$ cat config.mk
export PLATFORM = sky130hd
export DESIGN_NAME = pausible_clock_gen
export DESIGN_NICKNAME = d
export VERILOG_FILES = /design/src/rtl/pclk_pkg.sv /design/src/rtl/pclk_phase_timer.sv /design/src/rtl/pclk_mutex.sv /design/src/rtl/pclk_edge_ctrl.sv /design/src/rtl/pausible_clock_gen.sv
export SDC_FILE = /design/constraint.sdc
export NUM_CORES = 1
export LEC_CHECK = 0
export BUFFER_PORTS_ARGS = -buffer_cell sky130_fd_sc_hd__buf_2
export CELL_PAD_IN_SITES_DETAIL_PLACEMENT = 1
export CELL_PAD_IN_SITES_GLOBAL_PLACEMENT = 1
export CORE_AREA = 2 2 39 41
export CTS_BUF_LIST = sky130_fd_sc_hd__clkbuf_16
export CTS_CLUSTER_SIZE = 12
export DETAILED_ROUTE_END_ITERATION = 8
export DIE_AREA = 0 0 41 43
export PLACE_DENSITY = 0.5
export SLEW_MARGIN = 20
export SYNTH_ARGS = -nofsm -noshare
export SYNTH_HDL_FRONTEND = slang
export SYNTH_HIERARCHICAL = 1
export SYNTH_SLANG_ARGS = --single-unit
$ cat constraint.sdc
create_clock -name clk_ref -period 1.35 [get_ports clk_ref]
set_clock_uncertainty 0.1 [all_clocks]
set_input_delay 0.3375 -clock clk_ref [delete_from_list [all_inputs] [get_ports clk_ref]]
set_output_delay 0.3375 -clock clk_ref [all_outputs]
set_load 0.03 [all_outputs]
$ cat src/rtl/pclk_pkg.sv
package pclk_pkg;

  // Holder of the mutual-exclusion stage
  typedef enum logic [1:0] {
    MX_FREE  = 2'd0,
    MX_PAUSE = 2'd1,
    MX_RUN   = 2'd2
  } mx_owner_t;

  function automatic int unsigned cnt_width(input int unsigned half);
    return (half < 2) ? 1 : $clog2(half);
  endfunction

endpackage

$ cat src/rtl/pclk_phase_timer.sv
module pclk_phase_timer #(
  parameter int unsigned HALF_CYC = 4
) (
  input  logic clk_ref,
  input  logic rst,
  input  logic reload,
  output logic expired
);
  import pclk_pkg::*;

  localparam int unsigned CW = cnt_width(HALF_CYC);
  localparam logic [CW-1:0] START = CW'(HALF_CYC - 1);

  logic [CW-1:0] cnt_q;

  always_ff @(posedge clk_ref) begin
    if (rst) begin
      cnt_q <= START;
    end else if (reload) begin
      cnt_q <= START;
    end else if (cnt_q != '0) begin
      cnt_q <= cnt_q - 1'b1;
    end
  end

  assign expired = (cnt_q == '0);

endmodule

$ cat src/rtl/pclk_mutex.sv
module pclk_mutex #(
  parameter bit TIE_PAUSE_WINS = 1'b1
) (
  input  logic clk_ref,
  input  logic rst,
  input  logic want_pause,
  input  logic want_run,
  output logic grant,
  output logic run
);
  import pclk_pkg::*;

  mx_owner_t owner_q, owner_d;

  always_comb begin
    owner_d = MX_FREE;
    if (owner_q == MX_PAUSE && want_pause) begin
      owner_d = MX_PAUSE;
    end else if (owner_q == MX_RUN && want_run) begin
      owner_d = MX_RUN;
    end else if (want_pause && want_run) begin
      owner_d = TIE_PAUSE_WINS ? MX_PAUSE : MX_RUN;
    end else if (want_pause) begin
      owner_d = MX_PAUSE;
    end else if (want_run) begin
      owner_d = MX_RUN;
    end
  end

  always_ff @(posedge clk_ref) begin
    if (rst) owner_q <= MX_FREE;
    else     owner_q <= owner_d;
  end

  assign grant = (owner_q == MX_PAUSE);
  assign run   = (owner_q == MX_RUN);

endmodule

$ cat src/rtl/pclk_edge_ctrl.sv
module pclk_edge_ctrl (
  input  logic clk_ref,
  input  logic rst,
  input  logic expired,
  input  logic run,
  input  logic grant,
  input  logic stretch_n,
  output logic lclk,
  output logic reload,
  output logic pause_ack
);

  logic lclk_q, ack_q;
  logic rise_ok, fall_ok;

  // A started cycle always completes: falling needs only the timer.
  assign fall_ok = lclk_q && expired;
  // Rising needs the timer, the run token and no stretch.
  assign rise_ok = !lclk_q && expired && run && stretch_n;
  assign reload  = rise_ok || fall_ok;

  always_ff @(posedge clk_ref) begin
    if (rst) begin
      lclk_q <= 1'b0;
      ack_q  <= 1'b1;
    end else begin
      if (reload) lclk_q <= !lclk_q;
      ack_q <= !(grant && !lclk_q);
    end
  end

  assign lclk      = lclk_q;
  assign pause_ack = ack_q;

endmodule

$ cat src/rtl/pausible_clock_gen.sv
module pausible_clock_gen #(
  parameter int unsigned HALF_CYC       = 4,
  parameter bit          TIE_PAUSE_WINS = 1'b1
) (
  input  logic clk_ref,
  input  logic rst,
  input  logic pause_req,
  input  logic stretch_n,
  output logic lclk,
  output logic pause_ack,
  output logic grant,
  output logic run
);

  logic expired, reload;

  pclk_phase_timer #(.HALF_CYC(HALF_CYC)) u_timer (
    .clk_ref (clk_ref),
    .rst     (rst),
    .reload  (reload),
    .expired (expired)
  );

  pclk_mutex #(.TIE_PAUSE_WINS(TIE_PAUSE_WINS)) u_mutex (
    .clk_ref    (clk_ref),
    .rst        (rst),
    .want_pause (pause_req),
    .want_run   (!lclk),
    .grant      (grant),
    .run        (run)
  );

  pclk_edge_ctrl u_edge (
    .clk_ref   (clk_ref),
    .rst       (rst),
    .expired   (expired),
    .run       (run),
    .grant     (grant),
    .stretch_n (stretch_n),
    .lclk      (lclk),
    .reload    (reload),
    .pause_ack (pause_ack)
  );

endmodule

======== Word level (Yosys, flattened, before mapping) ========
Cells that the tools add are included.
Widths: inputs -> output; s select.
operators by class
  multipliers ............................. 0
  div/mod/pow operators ................... 0
  mux-type cells .......................... 5
  bitwise operators ....................... 0
  order comparisons ....................... 0
  shift operators ......................... 0
  reductions and logical operators ........ 15
  $add $sub $neg .......................... 1
  equal/unequal tests ..................... 2
operator list
  operator             number
  $logic_and 1x1->1    8
  $mux 2               4
  $reduce_or 2->1      2
  $eq 2x1->1 const B   1
  $eq 2x2->1 const B   1
  $logic_not 1->1      2
  $logic_not 2->1      1
  $reduce_bool 2->1    1
  $sub 2x1->2 const B  1
  $logic_or 1x1->1     1
  $mux 1               1
storage, ports and cells
  memories ................................ 0
  bits in writable memories ............... 0
  flip-flop bits (word level) ............. 6
  word-level logic and storage cells ...... 28
  bits in latches ......................... 0
  memory bits (read-only) ................. 0
  input bits .............................. 4
  output and inout bits ................... 4

======== Longest topological paths before layout ========
  depth after elaboration ................. 6
  mapped depth ............................ 5
  depth with buffers taken out ............ 5

======== Modules after synthesis ========
Netlist, hierarchy kept.
by module, submodules not included
  module              area an instance (µm²)  instances  cells an instance
  pclk_phase_timer    117.6                   1          12
  pclk_mutex          92.6                    1          8
  pclk_edge_ctrl      78.8                    1          9
  pausible_clock_gen  3.8                     1          1

======== Least setup slack after synthesis ========
Ideal clock, no wire load.
  path kind ............................... reg-to-reg
  start point ............................. register u_timer.cnt_q[1]
  end point ............................... register u_timer.cnt_q[1]
  library setup time ...................... 0.119 ns
  period minus slack after synthesis ...... 1.145 ns
  arrival ................................. 0.926 ns
  path slack .............................. 0.205 ns
  data required time ...................... 1.131 ns
  stages on the path, launching flop included .. 6
  cells stage by stage .................... dfxtp_1 inv_1 ha_1 nor2b_1 nor2_1 o21ai_2
between the ends
  cells in the longest elaborated chain, start to end .. 6
  elaborated cells between the ends (all ways) .. 9
  classes of those cells .................. add/sub (1); reduce/logical (8)
ends and longest elaborated chain
  what                            RTL line                  RTL
  from (decl)                     pclk_phase_timer.sv:14    logic [CW-1:0] cnt_q;
  from (signal assigned)          pclk_phase_timer.sv:22    cnt_q <= cnt_q - 1'b1;
  $logic_not 2->1 *               pclk_phase_timer.sv:26    assign expired = (cnt_q == '0);
  net expired                     pausible_clock_gen.sv:15  logic expired, reload;
  $logic_and 1x1->1 (3 in a row)  pclk_edge_ctrl.sv:19      assign rise_ok = !lclk_q && expired && run && stretch_n;
  $logic_or 1x1->1 *              pclk_edge_ctrl.sv:20      assign reload = rise_ok || fall_ok;
  net reload                      pausible_clock_gen.sv:15
  $reduce_or 2->1 (no line) *     -
The timed path passes the listed nets; every way through them passes the cells marked *.
A chain may end at the register's enable or synchronous reset.

======== Worst setup path after layout ========
  start point ............................. register u_mutex.owner_q[1]
  end point ............................... output port grant
between the ends
  cells in the longest elaborated chain, start to end .. 1
ends and longest elaborated chain
  what                    RTL line                  RTL
  from (decl)             pclk_mutex.sv:13          mx_owner_t owner_q, owner_d;
  from (signal assigned)  pclk_mutex.sv:32          else owner_q <= owner_d;
  $eq 2x1->1              pclk_mutex.sv:35          assign grant = (owner_q == MX_PAUSE);
  to (decl)               pausible_clock_gen.sv:11  output logic grant,
No other way between the ends.

==> results.sh <==
export IMPL_drv_cap=0
export IMPL_grt_pass1_wl_um=979
export IMPL_synth_xor_area_share_pct=2.99
export IMPL_drtIter0Drc=1
export IMPL_hold_viol_final=0
export IMPL_synth_nets=36
export IMPL_ir_drop_uv=673
export IMPL_ant_nets=0
export IMPL_period_minus_slack_ns=1.33
export IMPL_n_antenna_cell=0
export IMPL_syn_inst=30
export IMPL_drc=0
export IMPL_cp_arrival_ns=0.89
export IMPL_antenna_found_initial=0
export IMPL_dp_slack_ns=0.0951
export IMPL_clk_pin_slew_worst_paths_ns=0.03
export IMPL_final_util_pct=32.6
export IMPL_area_growth_pct=54.3
export IMPL_yosysMostFrequentCell="dfxtp_1"
export IMPL_io_buffers=7
export IMPL_synth_top_cell_by_area="dfxtp_1"
export IMPL_path_max_fanout=2
export IMPL_pwr_density_cell_nw_per_um2=1760
export IMPL_routedWlPerCell_um=10.1
export IMPL_synth_top_cells_by_area="dfxtp_1 (41%), nor2b_4 (9.4%), ha_1 (8.5%), inv_1 (6.4%), a211oi_2 (4.3%)"
export IMPL_via_per_inst=4.12
export IMPL_synth_edff_count=0
export IMPL_dp_cells=53
export IMPL_status="completed"
export IMPL_initial_core_util_pct=21.2
export IMPL_crit_path_start_kind="flop"
export IMPL_synth_top_family_by_area="simple AND/OR/NAND/NOR gates"
export IMPL_cts_buffers=3
export IMPL_period_share_pct=98.6
export IMPL_async_flop_share_pct=0
export IMPL_cp_top_family="flip-flops"
export IMPL_cts_tree="built"
export IMPL_setup_viol=0
export IMPL_synth_compound_area_share_pct=14.1
export IMPL_clk_path_buf_depth=2
export IMPL_h_tree_depth=1
export IMPL_fp_row_count=14
export IMPL_timing_final_ws_setup_ns=0.0185
export IMPL_critPathMaxStageDelay_ns=0.31
export IMPL_vias=239
export IMPL_syn_cell_area_sq_um=293
export IMPL_synthFlopType="dfxtp_1"
export IMPL_yosys_area_share_simple_pct=26.9
export IMPL_dieWidth_um=41
export IMPL_crit_required_ns=0.91
export IMPL_fillers=171
export IMPL_grt_pass1_vias=255
export IMPL_drive_above_1_share_pct=47.6
export IMPL_grtUsageTotal_pct=8.44
export IMPL_totalWireLength_um=586
export IMPL_clock_sinks=6
export IMPL_worstMarginPinSlew_ns=0.174
export IMPL_grt_max_degree=7
export IMPL_stdcell_count=58
export IMPL_syn_area_per_cell_sq_um=9.76
export IMPL_criticalPathCategory="reg -> out"
export IMPL_root_buffer="clkbuf_16"
export IMPL_critPathSlowestCell="dfxtp_2"
export IMPL_total_power_mw=0.797
export IMPL_firstDrtPassIters=2
export IMPL_dieArea_sq_um=1760
export IMPL_gp_congestion=0.571
export IMPL_hpwl_um=471
export IMPL_synth_seq_cells=6
export IMPL_dieHeight_um=43
export IMPL_slew_viol_final=0
export IMPL_max_slew_margin_pct=88.4
export IMPL_fmax_mhz=751
export IMPL_final_setup_tns_ns=0
export IMPL_core_sq_um=1380
export IMPL_rsz0062_at_grt="yes"
export IMPL_synth_top_area_share_pct=41.0
export IMPL_ys_seq_area_share_pct=41.0
export IMPL_synthAdderAreaFrac_pct=8.55
export IMPL_leakagePower_nw=0.221
export IMPL_cp_end_kind="output port"
export IMPL_ios=8
export IMPL_ys_types=15
export IMPL_hold_path_class="in -> reg"
export IMPL_path_buf_inv=1
export IMPL_synth_mux_area_share_pct=0
export IMPL_insertion_delay_ns=0.22
export IMPL_cp_cell_sequence="and2b_2 > buf_6"
export IMPL_overflow=0
export IMPL_yosysWarnings=6
export IMPL_nets=50
export IMPL_synthTopCellsByCount="dfxtp_1 (6), inv_1 (5)"
placed cells by master, fill, tap and decap left out, types with 2 or more instances in the layout:
cell	instances
nor2b_1	2
nand2_1	2
clkbuf_16	3
ha_1	2
a21oi_1	2
buf_4	3
buf_2	5
inv_1	5
nor2b_4	2
dfxtp_1	4
dfxtp_2	2
timing repair:
| action | 4_1_cts | 5_1_grt |
|---|---|---|
| endpoints found under the setup margin | 2 | 2 |
| gates resized for setup | 4 | 2 |
| buffers inserted | 2 | 0 |
| hold buffers | 0 | 0 |
cells by family (layout without fill, tap and decap cells):
logic type / Yosys count / after routing
flops: 6 / 6
simple gates: 11 / 11
xor+xnor: 1 / 1
compound gates: 5 / 5
fa+ha+maj: 2 / 2
buf+inv: 5 / 17
stage by stage:
| stage | instance area (sq um) | hold slack (ns) |
|---|---|---|
| final | 452 | 0.250 |
| after CTS | 448 | 0.249 |
| after global routing | 452 | 0.264 |
| after global placement | 348 | 0.370 |
| after detailed placement | 348 | 0.393 |
| after floorplan | 293 | 0.302 |
sequential cells by signal (all words and copies together) (netlist names):
register / flops
u_mutex/owner_q: 2
u_timer/cnt_q: 2
u_edge/lclk: 1
u_edge/pause_ack: 1
where the power goes:
| part | internal, mW | leakage [nW] | switching (mW) |
|---|---|---|---|
| logic | 0.0556 | 0.134 | 0.0595 |
| clock network | 0.379 | 0.0370 | 0.0875 |
| registers | 0.200 | 0.0501 | 0.0160 |
metal layers:
layer	part of all wire, %	track usage (%)	up-vias	wire length [um]
met5	0	0	-	0
li1	-	-	121	-
met1	38	8.06	112	223
met2	54	13.8	6	319
met4	0	4.00	0	0
met3	7.2	4.71	0	42
worst reg2reg max path, cell delays in order (launching register included):
cell and delay, ns:
dfxtp_1 0.36, inv_1 0.08, ha_1 0.21, nor2b_1 0.14, nor2_2 0.14, nand2_1 0.07
final cells by class:
class | count | area, sq um | area share, %
repair buffers | 9 | 58.8 | 13.0
inverters | 5 | 18.8 | 4.16
well taps | 16 | 20.0 | 4.43
multi-input cells | 19 | 156 | 34.6
flip-flops and latches | 6 | 123 | 27.1
clock buffers | 3 | 75.1 | 16.6
worst paths after layout:
path / start / end / slack, ns / depth (start not counted)
hold reg to reg: u_timer/cnt_q[0] / u_timer/cnt_q[0] / 0.40 / 2
setup reg to reg: u_timer/cnt_q[1] / u_timer/cnt_q[0] / 0.14 / 5
hold / removal: rst / u_mutex/owner_q[0] / 0.25 / 2
setup / recovery: u_mutex/owner_q[1] / grant / 0.02 / 2
(Power assumes the default switching activity.)
